<file path="src/rtl/pwm_shadow_pkg.sv">
// Shared definitions for the shadowed PWM block.
// Assumes an 8-bit duty threshold compared against the accumulator top bits.
package pwm_shadow_pkg;
    localparam int DUTY_W = 8;
    typedef logic [DUTY_W-1:0] duty_t;

    // Width of the control word for a given base-unit width.
    function automatic int word_width(input int base_w);
        return base_w + DUTY_W + 2;
    endfunction
endpackage

</file>
<file path="src/rtl/pwm_ctrl_regs.sv">
// Control word register file: shadow base unit, shadow duty, enable bit.
// Produces a one-cycle commit request when a write carries the commit bit.
// Assumes field order base | duty | commit | enable from LSB upward.
module pwm_ctrl_regs
    import pwm_shadow_pkg::*;
#(
    parameter int BASE_W = 16
) (
    input  logic                         clk,
    input  logic                         rst_n,
    input  logic                         wr_en,
    input  logic [word_width(BASE_W)-1:0] wr_data,
    output logic [BASE_W-1:0]            shadow_base,
    output duty_t                        shadow_duty,
    output logic                         enable,
    output logic                         commit_req
);
    localparam int DUTY_LSB   = BASE_W;
    localparam int COMMIT_BIT = BASE_W + DUTY_W;
    localparam int ENABLE_BIT = BASE_W + DUTY_W + 1;

    // Capture the shadow fields and the enable bit on each write.
    always_ff @(posedge clk) begin
        if (!rst_n) begin
            shadow_base <= '0;
            shadow_duty <= '0;
            enable      <= 1'b0;
        end else if (wr_en) begin
            shadow_base <= wr_data[BASE_W-1:0];
            shadow_duty <= wr_data[DUTY_LSB +: DUTY_W];
            enable      <= wr_data[ENABLE_BIT];
        end
    end

    // Flag a write that asks for a commit.
    always_comb begin
        commit_req = wr_en && wr_data[COMMIT_BIT];
    end


    shadow_capture_chk: assert property (@(posedge clk) disable iff (!rst_n)
        wr_en |=> (shadow_base == $past(wr_data[BASE_W-1:0])
                   && shadow_duty == $past(wr_data[DUTY_LSB +: DUTY_W])));
endmodule

</file>
<file path="src/rtl/pwm_commit_seq.sv">
// Commit sequencer: holds the busy (commit) bit for DELAY_CYCLES clocks,
// then issues a one-cycle commit strobe on the edge where busy clears.
// A request arriving while busy merges into the pending commit.
// Assumes DELAY_CYCLES >= 1.
module pwm_commit_seq #(
    parameter int DELAY_CYCLES = 4
) (
    input  logic clk,
    input  logic rst_n,
    input  logic commit_req,
    output logic busy,
    output logic commit
);
    localparam int CNT_W = (DELAY_CYCLES < 2) ? 1 : $clog2(DELAY_CYCLES);
    localparam logic [CNT_W-1:0] LAST = CNT_W'(DELAY_CYCLES - 1);

    logic [CNT_W-1:0] wait_cnt;

    // The transfer fires on the final cycle of the busy window.
    always_comb begin
        commit = busy && (wait_cnt == LAST);
    end

    // Arm on a request while idle, count while busy, and release at the end.
    always_ff @(posedge clk) begin
        if (!rst_n) begin
            busy     <= 1'b0;
            wait_cnt <= '0;
        end else if (!busy) begin
            busy     <= commit_req;
            wait_cnt <= '0;
        end else if (commit) begin
            busy     <= 1'b0;
            wait_cnt <= '0;
        end else begin
            wait_cnt <= wait_cnt + 1'b1;
        end
    end

    // Independent length tracker for the busy window.
    localparam int RUN_W = $clog2(DELAY_CYCLES + 2) + 1;
    logic [RUN_W-1:0] busy_run;

    // Count consecutive busy cycles for the bound check.
    always_ff @(posedge clk) begin
        if (!rst_n) busy_run <= '0;
        else if (!busy) busy_run <= '0;
        else if (busy_run != {RUN_W{1'b1}}) busy_run <= busy_run + 1'b1;
    end


    busy_bound_chk: assert property (@(posedge clk) disable iff (!rst_n)
        busy |-> (busy_run < RUN_W'(DELAY_CYCLES)));

    no_cancel_chk: assert property (@(posedge clk) disable iff (!rst_n)
        (busy && !commit) |=> busy);

    commit_clears_chk: assert property (@(posedge clk) disable iff (!rst_n)
        commit |=> !busy);
endmodule

</file>
<file path="src/rtl/pwm_phase_gen.sv">
// Waveform engine: active base and duty registers loaded on commit,
// a phase accumulator stepping by the base unit, and the duty compare.
// Assumes BASE_W >= 8. The accumulator rests at zero while disabled.
module pwm_phase_gen
    import pwm_shadow_pkg::*;
#(
    parameter int BASE_W = 16
) (
    input  logic              clk,
    input  logic              rst_n,
    input  logic              enable,
    input  logic              commit,
    input  logic [BASE_W-1:0] shadow_base,
    input  duty_t             shadow_duty,
    output logic              pwm_out
);
    localparam int TOP_LSB = BASE_W - DUTY_W;

    logic [BASE_W-1:0] act_base;
    duty_t             act_duty;
    logic [BASE_W-1:0] phase_acc;
    duty_t             phase_top;

    // Copy the shadow settings into the active set on a commit.
    always_ff @(posedge clk) begin
        if (!rst_n) begin
            act_base <= '0;
            act_duty <= '0;
        end else if (commit) begin
            act_base <= shadow_base;
            act_duty <= shadow_duty;
        end
    end

    // Advance the phase while enabled, and park it at zero otherwise.
    always_ff @(posedge clk) begin
        if (!rst_n || !enable) phase_acc <= '0;
        else                   phase_acc <= phase_acc + act_base;
    end

    // Drive the output high while the phase top is below the duty threshold.
    always_comb begin
        phase_top = phase_acc[TOP_LSB +: DUTY_W];
        pwm_out   = enable && (phase_top < act_duty);
    end


    restart_zero_chk: assert property (@(posedge clk) disable iff (!rst_n)
        $rose(enable) |-> (phase_acc == '0));

    transfer_chk: assert property (@(posedge clk) disable iff (!rst_n)
        commit |=> (act_base == $past(shadow_base) && act_duty == $past(shadow_duty)));

    hold_active_chk: assert property (@(posedge clk) disable iff (!rst_n)
        !commit |=> ($stable(act_base) && $stable(act_duty)));
endmodule

</file>
<file path="src/rtl/pwm_shadow_unit.sv">
// Top level of the shadowed PWM: register file, commit sequencer and waveform
// engine. The read word reflects the shadow fields and the live commit and enable bits.
// Assumes a single clock domain and synchronous active-low reset.
module pwm_shadow_unit
    import pwm_shadow_pkg::*;
#(
    parameter int BASE_W       = 16,
    parameter int DELAY_CYCLES = 4
) (
    input  logic                          clk,
    input  logic                          rst_n,
    input  logic                          wr_en,
    input  logic [word_width(BASE_W)-1:0] wr_data,
    output logic [word_width(BASE_W)-1:0] rd_data,
    output logic                          pwm_out
);
    logic [BASE_W-1:0] shadow_base;
    duty_t             shadow_duty;
    logic              enable;
    logic              commit_req;
    logic              busy;
    logic              commit;

    pwm_ctrl_regs #(.BASE_W(BASE_W)) u_regs (
        .clk         (clk),
        .rst_n       (rst_n),
        .wr_en       (wr_en),
        .wr_data     (wr_data),
        .shadow_base (shadow_base),
        .shadow_duty (shadow_duty),
        .enable      (enable),
        .commit_req  (commit_req)
    );

    pwm_commit_seq #(.DELAY_CYCLES(DELAY_CYCLES)) u_seq (
        .clk        (clk),
        .rst_n      (rst_n),
        .commit_req (commit_req),
        .busy       (busy),
        .commit     (commit)
    );

    pwm_phase_gen #(.BASE_W(BASE_W)) u_gen (
        .clk         (clk),
        .rst_n       (rst_n),
        .enable      (enable),
        .commit      (commit),
        .shadow_base (shadow_base),
        .shadow_duty (shadow_duty),
        .pwm_out     (pwm_out)
    );

    // Assemble the read word from the shadow fields and the live status bits.
    always_comb begin
        rd_data = {enable, busy, shadow_duty, shadow_base};
    end


    idle_low_chk: assert property (@(posedge clk) disable iff (!rst_n)
        !enable |-> !pwm_out);
endmodule

</file>
<file path="config.mk">
export PLATFORM = sky130hd
export DESIGN_NAME = pwm_shadow_unit
export DESIGN_NICKNAME = d
export VERILOG_FILES = /design/src/rtl/pwm_shadow_pkg.sv /design/src/rtl/pwm_ctrl_regs.sv /design/src/rtl/pwm_commit_seq.sv /design/src/rtl/pwm_phase_gen.sv /design/src/rtl/pwm_shadow_unit.sv
export SDC_FILE = /design/constraint.sdc
export NUM_CORES = 1
export LEC_CHECK = 0
export BUFFER_PORTS_ARGS = -buffer_cell sky130_fd_sc_hd__clkbuf_2
export CORE_MARGIN = 5
export CORE_UTILIZATION = 50
export CTS_BUF_LIST = sky130_fd_sc_hd__clkbuf_8
export CTS_CLUSTER_SIZE = 8
export DETAILED_ROUTE_END_ITERATION = 6
export HOLD_SLACK_MARGIN = 0.1
export PLACE_DENSITY = 0.7
export SYNTH_ARGS = -nofsm -noshare
export SYNTH_HDL_FRONTEND = slang
export SYNTH_HIERARCHICAL = 1
export SYNTH_SLANG_ARGS = --single-unit
export TNS_END_PERCENT = 50
</file>
<file path="constraint.sdc">
create_clock -name clk -period 3.2 [get_ports clk]
set_clock_uncertainty 0.2 [all_clocks]
set_input_delay 0.8 -clock clk [delete_from_list [all_inputs] [get_ports clk]]
set_output_delay 0.8 -clock clk [all_outputs]
set_load 0.005 [all_outputs]
</file>
======== After elaboration in Yosys (flattened, before gate mapping) ========
Index checks and enable logic that the tools add are counted.
cells by class
  mux-type cells .......................... 2
  bitwise gates (word level) .............. 2
  $lt $le $gt $ge ......................... 1
  eq/ne operators ......................... 1
  reduce and logical (&&, ||, !) cells .... 7
  add/sub/neg operators ................... 2
operator list
  kind                 number
  $add 16x16->16       1
  $lt 8x8->1           1
  $logic_and 1x1->1    3
  $reduce_or 3->1      1
  $add 2x1->2 const B  1
  $eq 2x2->1 const B   1
  $logic_not 1->1      2
  $mux 1               2
  $not 1->1            2
  $logic_or 1x1->1     1
word-level totals
  register bits ........................... 68
  input port bits ......................... 29
  output and inout port bits .............. 27
  word-level logic and storage cells ...... 23

======== Depth between registers and ports, before layout ========
Gate-level depths: netlist (run 1).
  depth in word-level cells ............... 4
  depth in mapped cells ................... 7
  gate-level depth less buffers ........... 7

======== Hierarchy ========
The synthesis (run 1) kept the hierarchy.
modules (own cells, without submodules)
  module           cells each  instances  area each (µm²)  seq. area each (µm²)
  pwm_phase_gen    229         1          2203.4           800.8
  pwm_ctrl_regs    81          1          972.2            500.5
  pwm_commit_seq   10          1          113.9            60.1
  pwm_shadow_unit  2           1          15.0             0.0

======== Least setup slack after synthesis (run 1) ========
Ideal clock, no wire load.
  path type ............................... reg-to-output
  from .................................... register u_gen.act_duty[1]
  to ...................................... output pwm_out
  slack ................................... 0.911 ns
  required time ........................... 2.200 ns
  buffers on the path ..................... 0
  cell stages (with the launch flop) ...... 7
  arrival time ............................ 1.289 ns
  cell sequence ........................... dfxtp_1 -> inv_1 -> ha_1 -> a21o_1 -> a21o_1 -> a211oi_1 -> o21a_1
on the way
  word-level cells in the longest chain between the ends .. 2
ends and longest elaborated chain
  what                    RTL line               RTL
  start, declared         pwm_phase_gen.sv:20    duty_t act_duty;
  start signal, assigned  pwm_phase_gen.sv:31    act_duty <= shadow_duty;
  $lt 8x8->1              pwm_phase_gen.sv:44    pwm_out = enable && (phase_top < act_duty);
  $logic_and 1x1->1       pwm_phase_gen.sv:44
  end, declared           pwm_shadow_unit.sv:15  output logic pwm_out
Every way passes these cells.

======== Worst setup path in the final report (run 1) ========
Ends and elaborated chain as after synthesis.

==> summary by stage, run 1 <==
Worst setup path
In this run the worst path has a maximum fanout of 2. The kind of start point of the critical path is a flip-flop. The data arrival time of the critical path is 1.87 ns.

The required time of the critical path is 2.20 ns. The flop-to-flop setup slack is 0.97 ns. The critical path is of the reg -> out type. The type of destination of the critical path is an output pin.

Power and ir drop
The register share of total power is 50.1%. The leakage power is 0.001661 uW. The clock network is responsible for about 44% of the overall power.

Across the VDD grid, the largest voltage drop is 0.2866 mV. Summed over all nets, the switching power comes to 380.8 uW. The ratio of total power to cell area is between 400 and 500 mW/mm2. The switching fraction of total power is 21.61%.

Cell internal power was estimated by the tool at between 1000 and 1500 uW. The share of total power dissipated in combinational logic is 5.6%. Summing internal, switching and leakage power gives 1762 uW.

Synth
In the synthesized netlist the dominant register cell turns out to be dfxtp_1. The net count after synthesis is between 300 and 400. The cell area after technology mapping is 0.003304 mm2. Of the synthesized area, sequential elements account for 41.20%. The count of mapped cells out of synthesis is 322. The multiplexer area fraction after synthesis is 15.45%. The share of synthesized cell area in full adder, half adder and majority cells is 9.315%. The synthesis-stage register bit count is 68. The share of synthesized registers carrying an async set or reset is 0%.

The combinational family with the most area after synthesis is simple AND/OR/NAND/NOR gates. The synthesized area per cell is 10.26 um2. The fraction of the mapped netlist area in compound gates is between 10% and 20%.

The area fraction in and, or, nand and nor cells after synthesis is 15.52%. Yosys printed 6 warnings. Counting flops with a built-in enable in the synthesized netlist gives 0. After Yosys synthesis, XOR and XNOR cells account for 2.385% of the synthesized area. Yosys mapped the design onto 42 distinct sky130hd cell types.

Floorplanning
The die outline area is 0.008335 mm2. The number of primary I/O pins is 56. The core region is 0.006386 mm2.

The floorplan step set the die width to 91.30 um. The floorplan has 29 rows. From bottom edge to top edge, the die measures 91.30 um. The initial core utilization is 51.74%.

Route
The detailed router placed 2362 vias in this run. The final routed DRC violation total is 0. The average wire per cell in the routed design is 13.41 um. The number of nets with antenna violations after routing is 0.

The final layout contains routed wiring with a total length of 6.113 mm. The number of vias per cell after detailed routing is around 5.2. The detailed router finished its first iteration with 70 violations. The first-pass iteration count of the detailed router is 4.

Clocking
The insertion delay of the later-clocked pin in the worst-skew pair is 0.33 ns. The TritonCTS clock tree is done. The post-CTS setup buffer count is 0. The hold buffer count at CTS is 0. The clock net sink count is slightly below 70. The clock-pin transition on the worst setup and hold timing paths is ~0.080 ns. In this run, post-CTS repair resized a total of 0 instances.

The H-tree generated during clock tree synthesis spans 3 levels. Counting the buffers created by CTS gives 9. The root buffer cell chosen for the clock tree is clkbuf_8. The maximum buffer depth of the clock tree is 2.

Finish
The library cells used most frequently in the layout, excluding fill and tap cells, are dfxtp_1, clkbuf_2, mux2i_1. Summing all flip-flop and latch instances after layout gives ~0.0014 mm2. The most common cell after layout, fill and taps aside is dfxtp_1. Summing all multi-input logic gate instances after layout gives 0.001803 mm2. The antenna cell count is 0. The total of fill cells in the finished design is 552. The final-stage net count is 427.

The proportion of layout cells with a drive suffix above 1 is 21.11%. The area growth from synthesis to layout is 15.07%.

Timing
The final setup TNS is 0 ns. The final number of hold-violating endpoints was 0. The clock period could shrink to 2.869 ns.

The share of the clock period used by the worst path is 89.65%. The final count of pins violating max slew is 0. In this run the tightest slew margin relative to its limit is 42.44%. The fmax is 348.6 MHz. The final count of negative-setup-slack endpoints is 0. The pin slew with the least headroom to its limit is 0.8635 ns. Setup repair after global routing left no endpoint under its margin.

GRT
The first global-routing pass estimated 10.56 mm of wire. The total global routing overflow is 0. Entering global routing, the biggest net connects 54 pins. The initial antenna violation count is 0. Global routing used 15.19% of the available tracks.

The via count of the first global-routing pass came to 2301.

Place
The congestion estimate from routability-driven global placement came to between 0.8 and 0.9. Detailed placement finished with a half-perimeter wire length of 4.239 mm. The count of input and output buffers is 55.

Worst hold path
The class of the tightest hold or removal check is reg -> reg.

Job
The number of maximum-capacitance violations is 0.

Status
The run finished with clean final reports.
## power by group through the flow
| stage | logic, uW | registers, uW | clock network (uW) |
|---|---|---|---|
| final | 98.9 | 882 | 781 |
| after global routing | 110 | 886 | 836 |
| after CTS | 101 | 882 | 800 |
| after detailed placement | 101 | 902 | 0 |
| after global placement | 99.1 | 901 | 0 |
| after floorplan | 62.1 | 901 | 0 |
## area by class of cell
class,instances,area share (%)
clock buffer,10,3.620
clock inverter,6,2.303
multi-input combinational,230,47.42
timing repair buffer,56,7.437
inverter,9,0.8884
sequential,68,35.80
tap,77,2.534
## synthesized netlist by cell type (3+ instances only)
library cell | n | area, um2
a211o_1 | 4 | 35.03
a211oi_1 | 4 | 30.03
a21o_1 | 11 | 82.58
a21oi_1 | 15 | 75.07
a21oi_2 | 3 | 26.28
clkbuf_1 | 7 | 26.28
dfxtp_1 | 68 | 1361
ha_1 | 23 | 287.8
inv_1 | 9 | 33.78
mux2i_1 | 51 | 510.5
nand2_1 | 11 | 41.29
nand2b_1 | 4 | 25.02
nand4_1 | 4 | 25.02
nor2_1 | 11 | 41.29
nor2b_1 | 49 | 306.5
o211ai_1 | 3 | 22.52
o21ai_0 | 3 | 15.01
o21bai_1 | 3 | 22.52
xnor2_1 | 5 | 43.79
xor2_1 | 4 | 35.03
## worst max-delay path, stage by stage (launching register included)
cell and delay [ns]:
dfxtp_1 0.33, inv_1 0.05, ha_1 0.28, a21o_1 0.17
a21o_1 0.19, a211oi_1 0.24, o21a_1 0.16, clkbuf_2 0.11
## worst paths after layout
check	from	endpoint	cells after the start
max	u_gen/act_duty[1]$_SDFFE_PN0P_	pwm_out	7
min	u_seq/wait_cnt[0]$_SDFF_PP0_	u_seq/wait_cnt[0]$_SDFF_PP0_	1
max reg2reg	u_gen/act_base[0]$_SDFFE_PN0P_	u_gen/phase_acc[14]$_SDFF_PP0_	7
min reg2reg	u_seq/wait_cnt[0]$_SDFF_PP0_	u_seq/wait_cnt[0]$_SDFF_PP0_	1
## stage by stage
| stage | std cells | util (%) | cell area [um2] | setup WS [ns] | hold WS (ns) |
|---|---|---|---|---|---|
| 2_1_floorplan | 322 | - | 3304 | 0.9112 | 0.2069 |
| 3_3_place_gp | 440 | 56.01 | 3577 | 0.7114 | 0.2154 |
| 3_5_place_dp | 440 | 56.01 | 3577 | 0.6959 | 0.2281 |
| 4_1_cts | 456 | 59.54 | 3802 | 0.3193 | 0.2421 |
| 5_1_grt | 456 | 59.54 | 3802 | 0.2037 | 0.2805 |
| 6_report | 456 | 59.54 | 3802 | 0.3312 | 0.2418 |
## sequential cells by signal, indices dropped and copies added, names as in the netlist
| register | flops |
|---|---|
| u_gen/act_base | 16 |
| u_gen/act_duty | 8 |
| u_gen/phase_acc | 16 |
| u_regs/enable | 1 |
| u_regs/shadow_base | 16 |
| u_regs/shadow_duty | 8 |
| u_seq/busy | 1 |
| u_seq/wait_cnt | 2 |
## kinds of logic after synthesis
logic type / count (synthesis)
adder cells (fa/ha/maj): 24
buffers and inverters: 24
multiplexers: 51
AND/OR/NAND/NOR: 90
flip-flops: 68
XOR/XNOR: 9
AO/OA/AOI/OAI: 56
## per-layer routing
layer	global-route usage, %	vias to the layer above	part of all wire, %
li1	-	1225	-
met1	19.20	1079	48
met2	25.00	48	46
met3	3.388	10	4.0
met4	6.235	0	1.6
met5	0	-	0
Note: power is estimated with default switching activity, not from simulation.
==> inputs of run 2 (changes only) <==
--- a/config.mk
+++ b/config.mk
@@ -6,6 +6,7 @@
 export NUM_CORES = 1
 export LEC_CHECK = 0
 export BUFFER_PORTS_ARGS = -buffer_cell sky130_fd_sc_hd__clkbuf_2
+export CORE_ASPECT_RATIO = 0.7
 export CORE_MARGIN = 5
 export CORE_UTILIZATION = 50
 export CTS_BUF_LIST = sky130_fd_sc_hd__clkbuf_8
==> summary by stage, run 2 (synthesized netlist as in run 1, its figures left out) <==
Status
The run finished with clean final reports.

Route
The first-pass iteration count of the detailed router is 4 (unchanged). The final routed DRC violation total is 0 (unchanged). The number of vias per cell after detailed routing was 4.996 (-3.6%).

The number of nets with antenna violations after routing is 0 (unchanged). The starting DRC count in detailed routing came to 85 (+21%). The final wirelength is 6.207 mm (+1.5%). The average wire per cell in the routed design is 13.21 um (-1.5%). The count of vias placed by the detailed router is 2348 (-0.59%).

Worst setup path
The cell type with the highest occurrence count on the critical path is a21o_1. The worst setup path is launched from a flip-flop. The total number of cells along the worst setup path was 7 (unchanged).

The delay of the slowest critical-path stage is 0.33 ns (about the same). The cell with the largest stage delay on the worst path is dfxtp_1. The class of the most critical setup path is reg -> out.

The sum of buffers and inverters on the critical path is 2 (unchanged). The data arrival time of the critical path came to 1.83 ns (-0.04 ns). The maximum fanout encountered on the critical timing path is 2 (unchanged). The critical path goes through inv_1 > ha_1 > a21o_1 > a21o_1 > a211oi_1 > o21a_1 > clkbuf_2.

The number of cell instances on the worst register-to-register path is 7 (unchanged). The cell family contributing the most delay on the critical path is compound AO/OA/AOI/OAI gates. The required time of the critical path is 2.20 ns (about the same). The worst setup path is captured at an output pin.

Clocking
The clock-pin transition on the worst setup and hold timing paths is 0.07 ns (about the same). The insertion delay of the later-clocked pin in the worst-skew pair was 0.34 ns (about the same). In this run the clock root is driven by a clkbuf_8. The post-CTS setup buffer count came to 0 (unchanged). The maximum buffer depth of the clock tree is 2 (unchanged).

TritonCTS built the clock tree. The hold buffer count at CTS is 0 (unchanged). The quantity of gates resized following cts is 0 (unchanged). The clock net sink count came to 68 (unchanged).

The count of H-tree levels built during CTS was 3 (unchanged). The number of buffers created by CTS is 9 (unchanged).

Floorplanning
The number of standard-cell rows in the floorplan is 24 (-17%). The initial core utilization is 52.15% (+0.41 points). The core box area is 0.006336 mm2 (-0.78%). The chip height is 78.02 um (-15%). The overall die width came to 107.2 um (+17%). The die outline area was 0.008360 mm2 (+0.31%). The number of primary I/O pins is 56 (unchanged).

Finish
The total of fill cells in the finished design is 576 (+4.3%). The antenna cell count is 0 (unchanged). The top cell types in the final layout, fill and taps aside, are dfxtp_1, clkbuf_2, mux2i_1. The area occupied by multi-input gates is 0.001803 mm2 (unchanged).

The combined flip-flop and latch cell area came to 0.001361 mm2 (unchanged). The area growth from synthesis to layout is 14.35%. Leaving out fill and tap cells, the most frequent cell in the layout is dfxtp_1. The proportion of layout cells with a drive suffix above 1 is 20.84% (-0.26 points). The final-stage net count is 427 (unchanged). In the final layout, the registers with the most flip-flops are u_gen/act_base: 16 flops, u_gen/phase_acc: 16 flops, u_regs/shadow_base: 16 flops.

Timing
The minimum setup slack in the final design was 0.3707 ns (+0.03944 ns). The fmax is 353.4 MHz (+1.4%). The final number of hold-violating endpoints is 0 (unchanged). Setup repair after global routing left no endpoint under its margin.

The final count of negative-setup-slack endpoints is 0 (unchanged). The share of the clock period used by the worst path is 88.42% (-1.2 points). The final count of pins violating max slew is 0 (unchanged). The pin slew with the least headroom to its limit is 0.8705 ns (+0.006994 ns). The final critical-path required period was 2.829 ns (-0.03944 ns). The final setup TNS is 0 ns (unchanged).

The worst slew margin relative to its limit was 41.97% (-0.47 points).

Power and ir drop
The portion of total power attributed to the clock network is 40.0% (-4.3 points). The register share of total power came to 54.0% (+3.9 points). The relative contribution of combinational cells to total power came to 6.0% (+0.4 points). The reported net switching power is 364.2 uW (-4.3%).

The ratio of total power to cell area is 432.9 mW/mm2 (-6.6%). The switching fraction of total power is 22.27% (+0.66 points). The leakage power is 0.001652 uW (-0.54%). The total power after layout is 1636 uW (-7.2%). The worst ir drop on vdd is 0.2858 mV (-0.27%).

The design internal power is 1271 uW (-8.0%).

Place
The sum of net half-perimeters after detailed placement is 4.458 mm (+5.2%). The count of input and output buffers is 55 (unchanged). The post-placement setup slack is 0.7272 ns (+0.03130 ns). The final weighted congestion in routability-driven placement is 0.8737 (+7.8%).

GRT
The initial antenna violation count came to 0 (unchanged). The wire length of the first global-routing pass was 10.65 mm (+0.85%). The via count of the first global-routing pass came to 2239 (-2.7%). The combined global-route utilization of all metal layers was 15.66% (+0.48 points). The total global routing overflow is 0 (unchanged). The largest net degree at the start of global routing came to 32 (-41%).

Worst hold path
The path class of the tightest hold or removal check is reg -> reg. The worst hold path stage count is 1 (unchanged).

Job
The number of maximum-capacitance violations is 0 (unchanged).
run 2: final timing paths:
check / from / end / slack [ns]
setup / recovery: u_gen/act_duty[1]$_SDFFE_PN0P_ / pwm_out / 0.37
hold / removal: u_seq/wait_cnt[0]$_SDFF_PP0_ / u_seq/wait_cnt[0]$_SDFF_PP0_ / 0.23
hold reg to reg: u_seq/wait_cnt[0]$_SDFF_PP0_ / u_seq/wait_cnt[0]$_SDFF_PP0_ / 0.23
setup reg to reg: u_gen/act_base[0]$_SDFFE_PN0P_ / u_gen/phase_acc[14]$_SDFF_PP0_ / 0.92
run 2: area by class of cell:
class | instances | share of cell area (%)
sequential | 68 | 36.03
tap | 91 | 3.013
clock buffer | 9 | 3.278
timing repair buffer | 56 | 7.483
clock inverter | 7 | 1.589
multi-input combinational | 230 | 47.72
inverter | 9 | 0.8940
run 2: power groups by stage:
stage          clock network (uW)  registers (uW)  logic, uW
3_5_place_dp                    0             902        101
3_3_place_gp                    0             902       98.9
5_1_grt                       721             886        110
4_1_cts                       679             883        101
6_report                      655             883       98.4
2_1_floorplan                   0             901       62.1
run 2: layer usage:
layer,wire length [um],vias to the layer above,track usage (%)
li1,-,1227,-
met1,3216,1064,22.50
met2,2612,51,22.66
met3,323,6,4.754
met4,53,0,4.598
met5,0,-,0
run 2: through the flow:
stage | cells | utilization (%) | instance area, um2 | hold WS [ns]
final | 470 | 59.64 | 3779 | 0.2278
after global routing | 470 | 59.64 | 3779 | 0.2598
after CTS | 470 | 59.64 | 3779 | 0.2338
after detailed placement | 454 | 56.73 | 3595 | 0.2233
after global placement | 454 | 56.73 | 3595 | 0.2152
after floorplan | 322 | - | 3304 | 0.2069
run 2: worst register-to-register path: stages (launching register included):
cell and delay, ns:
dfxtp_1 0.31, ha_1 0.24, fa_1 0.43, a21oi_1 0.30, o211ai_2 0.16, a21o_1 0.21, a21oi_2 0.17, mux2i_1 0.19
==> inputs of run 3 (changes only) <==
--- a/config.mk
+++ b/config.mk
@@ -6,7 +6,7 @@
 export NUM_CORES = 1
 export LEC_CHECK = 0
 export BUFFER_PORTS_ARGS = -buffer_cell sky130_fd_sc_hd__clkbuf_2
-export CORE_ASPECT_RATIO = 0.7
+export CORE_ASPECT_RATIO = 1.5
 export CORE_MARGIN = 5
 export CORE_UTILIZATION = 50
 export CTS_BUF_LIST = sky130_fd_sc_hd__clkbuf_8
==> summary by stage, run 3 (synthesized netlist as in run 1, its figures left out) <==
Status
The flow ran to the end, and the final reports show no timing, DRC or antenna violations.

Route
The average wire per cell in the routed design is 13.83 um (+4.7%). The routed length on met2 is 3.324 mm (+27%). The starting DRC count in detailed routing is 86 (+1.2%). The first-pass iteration count of the detailed router is 4 (unchanged).

The length of routed wiring on met1 is 2.592 mm (-19%). The number of vias per cell after detailed routing is 5.308 (+6.3%). The number of nets with antenna violations after routing came to 0 (unchanged). After detailed routing, no signal wire sits above met4.

The met3 wire length came to 266 um (-18%). The count of vias placed by the detailed router is 2410 (+2.6%). The final routed DRC violation total is 0 (unchanged). The final wirelength came to 6.279 mm (+1.2%).

Power and ir drop
The leakage power is 0.001656 uW (+0.28%). The ratio of total power to cell area is 437.6 mW/mm2 (+1.1%). The worst ir drop on vdd is 0.3515 mV (+23%).

Finish
The library cell used most frequently in the layout, excluding fill and tap cells, is dfxtp_1. The combined flip-flop and latch cell area is 0.001361 mm2 (unchanged). The proportion of layout cells with a drive suffix above 1 is 20.37% (-0.47 points). The area growth from synthesis to layout is 13.78%.

In the layout the commonest cells are dfxtp_1, clkbuf_2, mux2i_1. The number of cells in the finished layout apart from fillers is 454 (-3.4%). The final-stage net count is 427 (unchanged). The share of the core filled with cells in the final layout came to 57.97% (-1.7 points).

The total of fill cells in the finished design is 606 (+5.2%). The area occupied by multi-input gates came to 0.001803 mm2 (unchanged). The antenna cell count is 0 (unchanged). The largest registers in the layout are u_gen/act_base: 16 flops, u_gen/phase_acc: 16 flops, u_regs/shadow_base: 16 flops.

Timing
The share of the clock period used by the worst path is 89.27% (+0.85 points). Setup repair after global routing left no endpoint under its margin. The final setup TNS came to 0 ns (unchanged). The final critical-path required period came to 2.857 ns (+0.02729 ns). The final count of pins violating max slew is 0 (unchanged). The worst slew margin relative to its limit came to 41.78% (-0.19 points). The pin slew with the least headroom to its limit is 0.8733 ns (+0.002813 ns). The final number of hold-violating endpoints is 0 (unchanged). The fmax is 350.1 MHz (-0.96%). The minimum setup slack in the final design is 0.3434 ns (-0.02729 ns). The final count of negative-setup-slack endpoints is 0 (unchanged).

Place
The sum of net half-perimeters after detailed placement came to 4.580 mm (+2.8%). The count of input and output buffers is 55 (unchanged). The placed cell count is 439 (-3.3%).

The post-placement setup slack is 0.7041 ns (-0.02308 ns). The final weighted congestion in routability-driven placement is 0.8611 (-1.4%).

Clocking
The post-CTS setup buffer count is 0 (unchanged). The number of buffers created by CTS is 9 (unchanged). The cell chosen for the clock root is clkbuf_8. The clock-pin transition on the worst setup and hold timing paths is 0.07 ns (about the same).

The insertion delay of the later-clocked pin in the worst-skew pair is 0.34 ns (about the same). The hold buffer count at CTS is 0 (unchanged). The quantity of gates resized following cts is 0 (unchanged). The count of H-tree levels built during CTS was 3 (unchanged). The maximum buffer depth of the clock tree was 2 (unchanged).

TritonCTS built the clock tree. The clock net sink count is 68 (unchanged).

Floorplanning
The initial core utilization is 50.95% (-1.2 points). The chip height is 109.6 um (+40%). The overall die width came to 76.38 um (-29%). The number of standard-cell rows in the floorplan came to 36 (+50%). The number of primary I/O pins was 56 (unchanged). The die outline area is 0.008368 mm2 (about the same).

The core box area was 0.006486 mm2 (+2.4%).

GRT
The largest net degree at the start of global routing is 33 (+3.1%). The total global routing overflow is 0 (unchanged). The wire length of the first global-routing pass is 10.79 mm (+1.3%). The initial antenna violation count is 0 (unchanged). The combined global-route utilization of all metal layers is 16.17% (+0.50 points). The via count of the first global-routing pass was 2427 (+8.4%).

Worst setup path
The class of the most critical setup path is reg -> out. The kind of start point of the critical path is a flip-flop. The maximum fanout encountered on the critical timing path was 2 (unchanged). The data arrival time of the critical path is 1.86 ns (+0.03 ns). The worst setup path is captured at an output pin. The required time of the critical path is 2.20 ns (about the same).

Job
The number of maximum-capacitance violations is 0 (unchanged).

Worst hold path
The class of the tightest hold or removal check is reg -> reg.
[run 3: per-stage QoR]
stage	power (uW)	hold WS, ns	cell area, um2
2_1_floorplan	962.6	0.2069	3304
3_3_place_gp	1000	0.2137	3576
3_5_place_dp	1003	0.2257	3576
4_1_cts	1678	0.2357	3760
5_1_grt	1718	0.2670	3760
6_report	1645	0.2338	3760
[run 3: cell type report]
type,count,share of cell area [%]
clock buffer,10,3.661
inverter,9,0.8985
sequential,68,36.21
timing repair buffer,56,7.521
multi-input combinational,230,47.95
clock inverter,5,1.231
tap,76,2.529
[run 3: metal layers]
metal,up-vias,track usage [%]
met4,0,8.500
met5,-,0
met2,39,29.41
met3,9,4.836
li1,1230,-
met1,1132,16.64
[run 3: where the power goes]
part / switching [uW] / internal, uW
registers: 16.0 / 867
clock network: 297 / 367
logic: 43.3 / 55.1
total: 357 / 1290
[run 3: worst paths after layout]
kind                                       start                              to  slack (ns)  depth (start not counted)
setup reg to reg  u_gen/act_base[0]$_SDFFE_PN0P_  u_gen/phase_acc[14]$_SDFF_PP0_        0.99                          7
hold / removal      u_seq/wait_cnt[0]$_SDFF_PP0_    u_seq/wait_cnt[0]$_SDFF_PP0_        0.23                          1
hold reg to reg     u_seq/wait_cnt[0]$_SDFF_PP0_    u_seq/wait_cnt[0]$_SDFF_PP0_        0.23                          1
setup / recovery  u_gen/act_duty[1]$_SDFFE_PN0P_                         pwm_out        0.34                          7
[run 3: critical path: stages (launching register included)]
cell and delay, ns:
dfxtp_1 0.33, inv_1 0.04, ha_1 0.29, a21o_1 0.15, a21o_1 0.18, a211oi_1 0.24, o21a_1 0.17, clkbuf_2 0.11
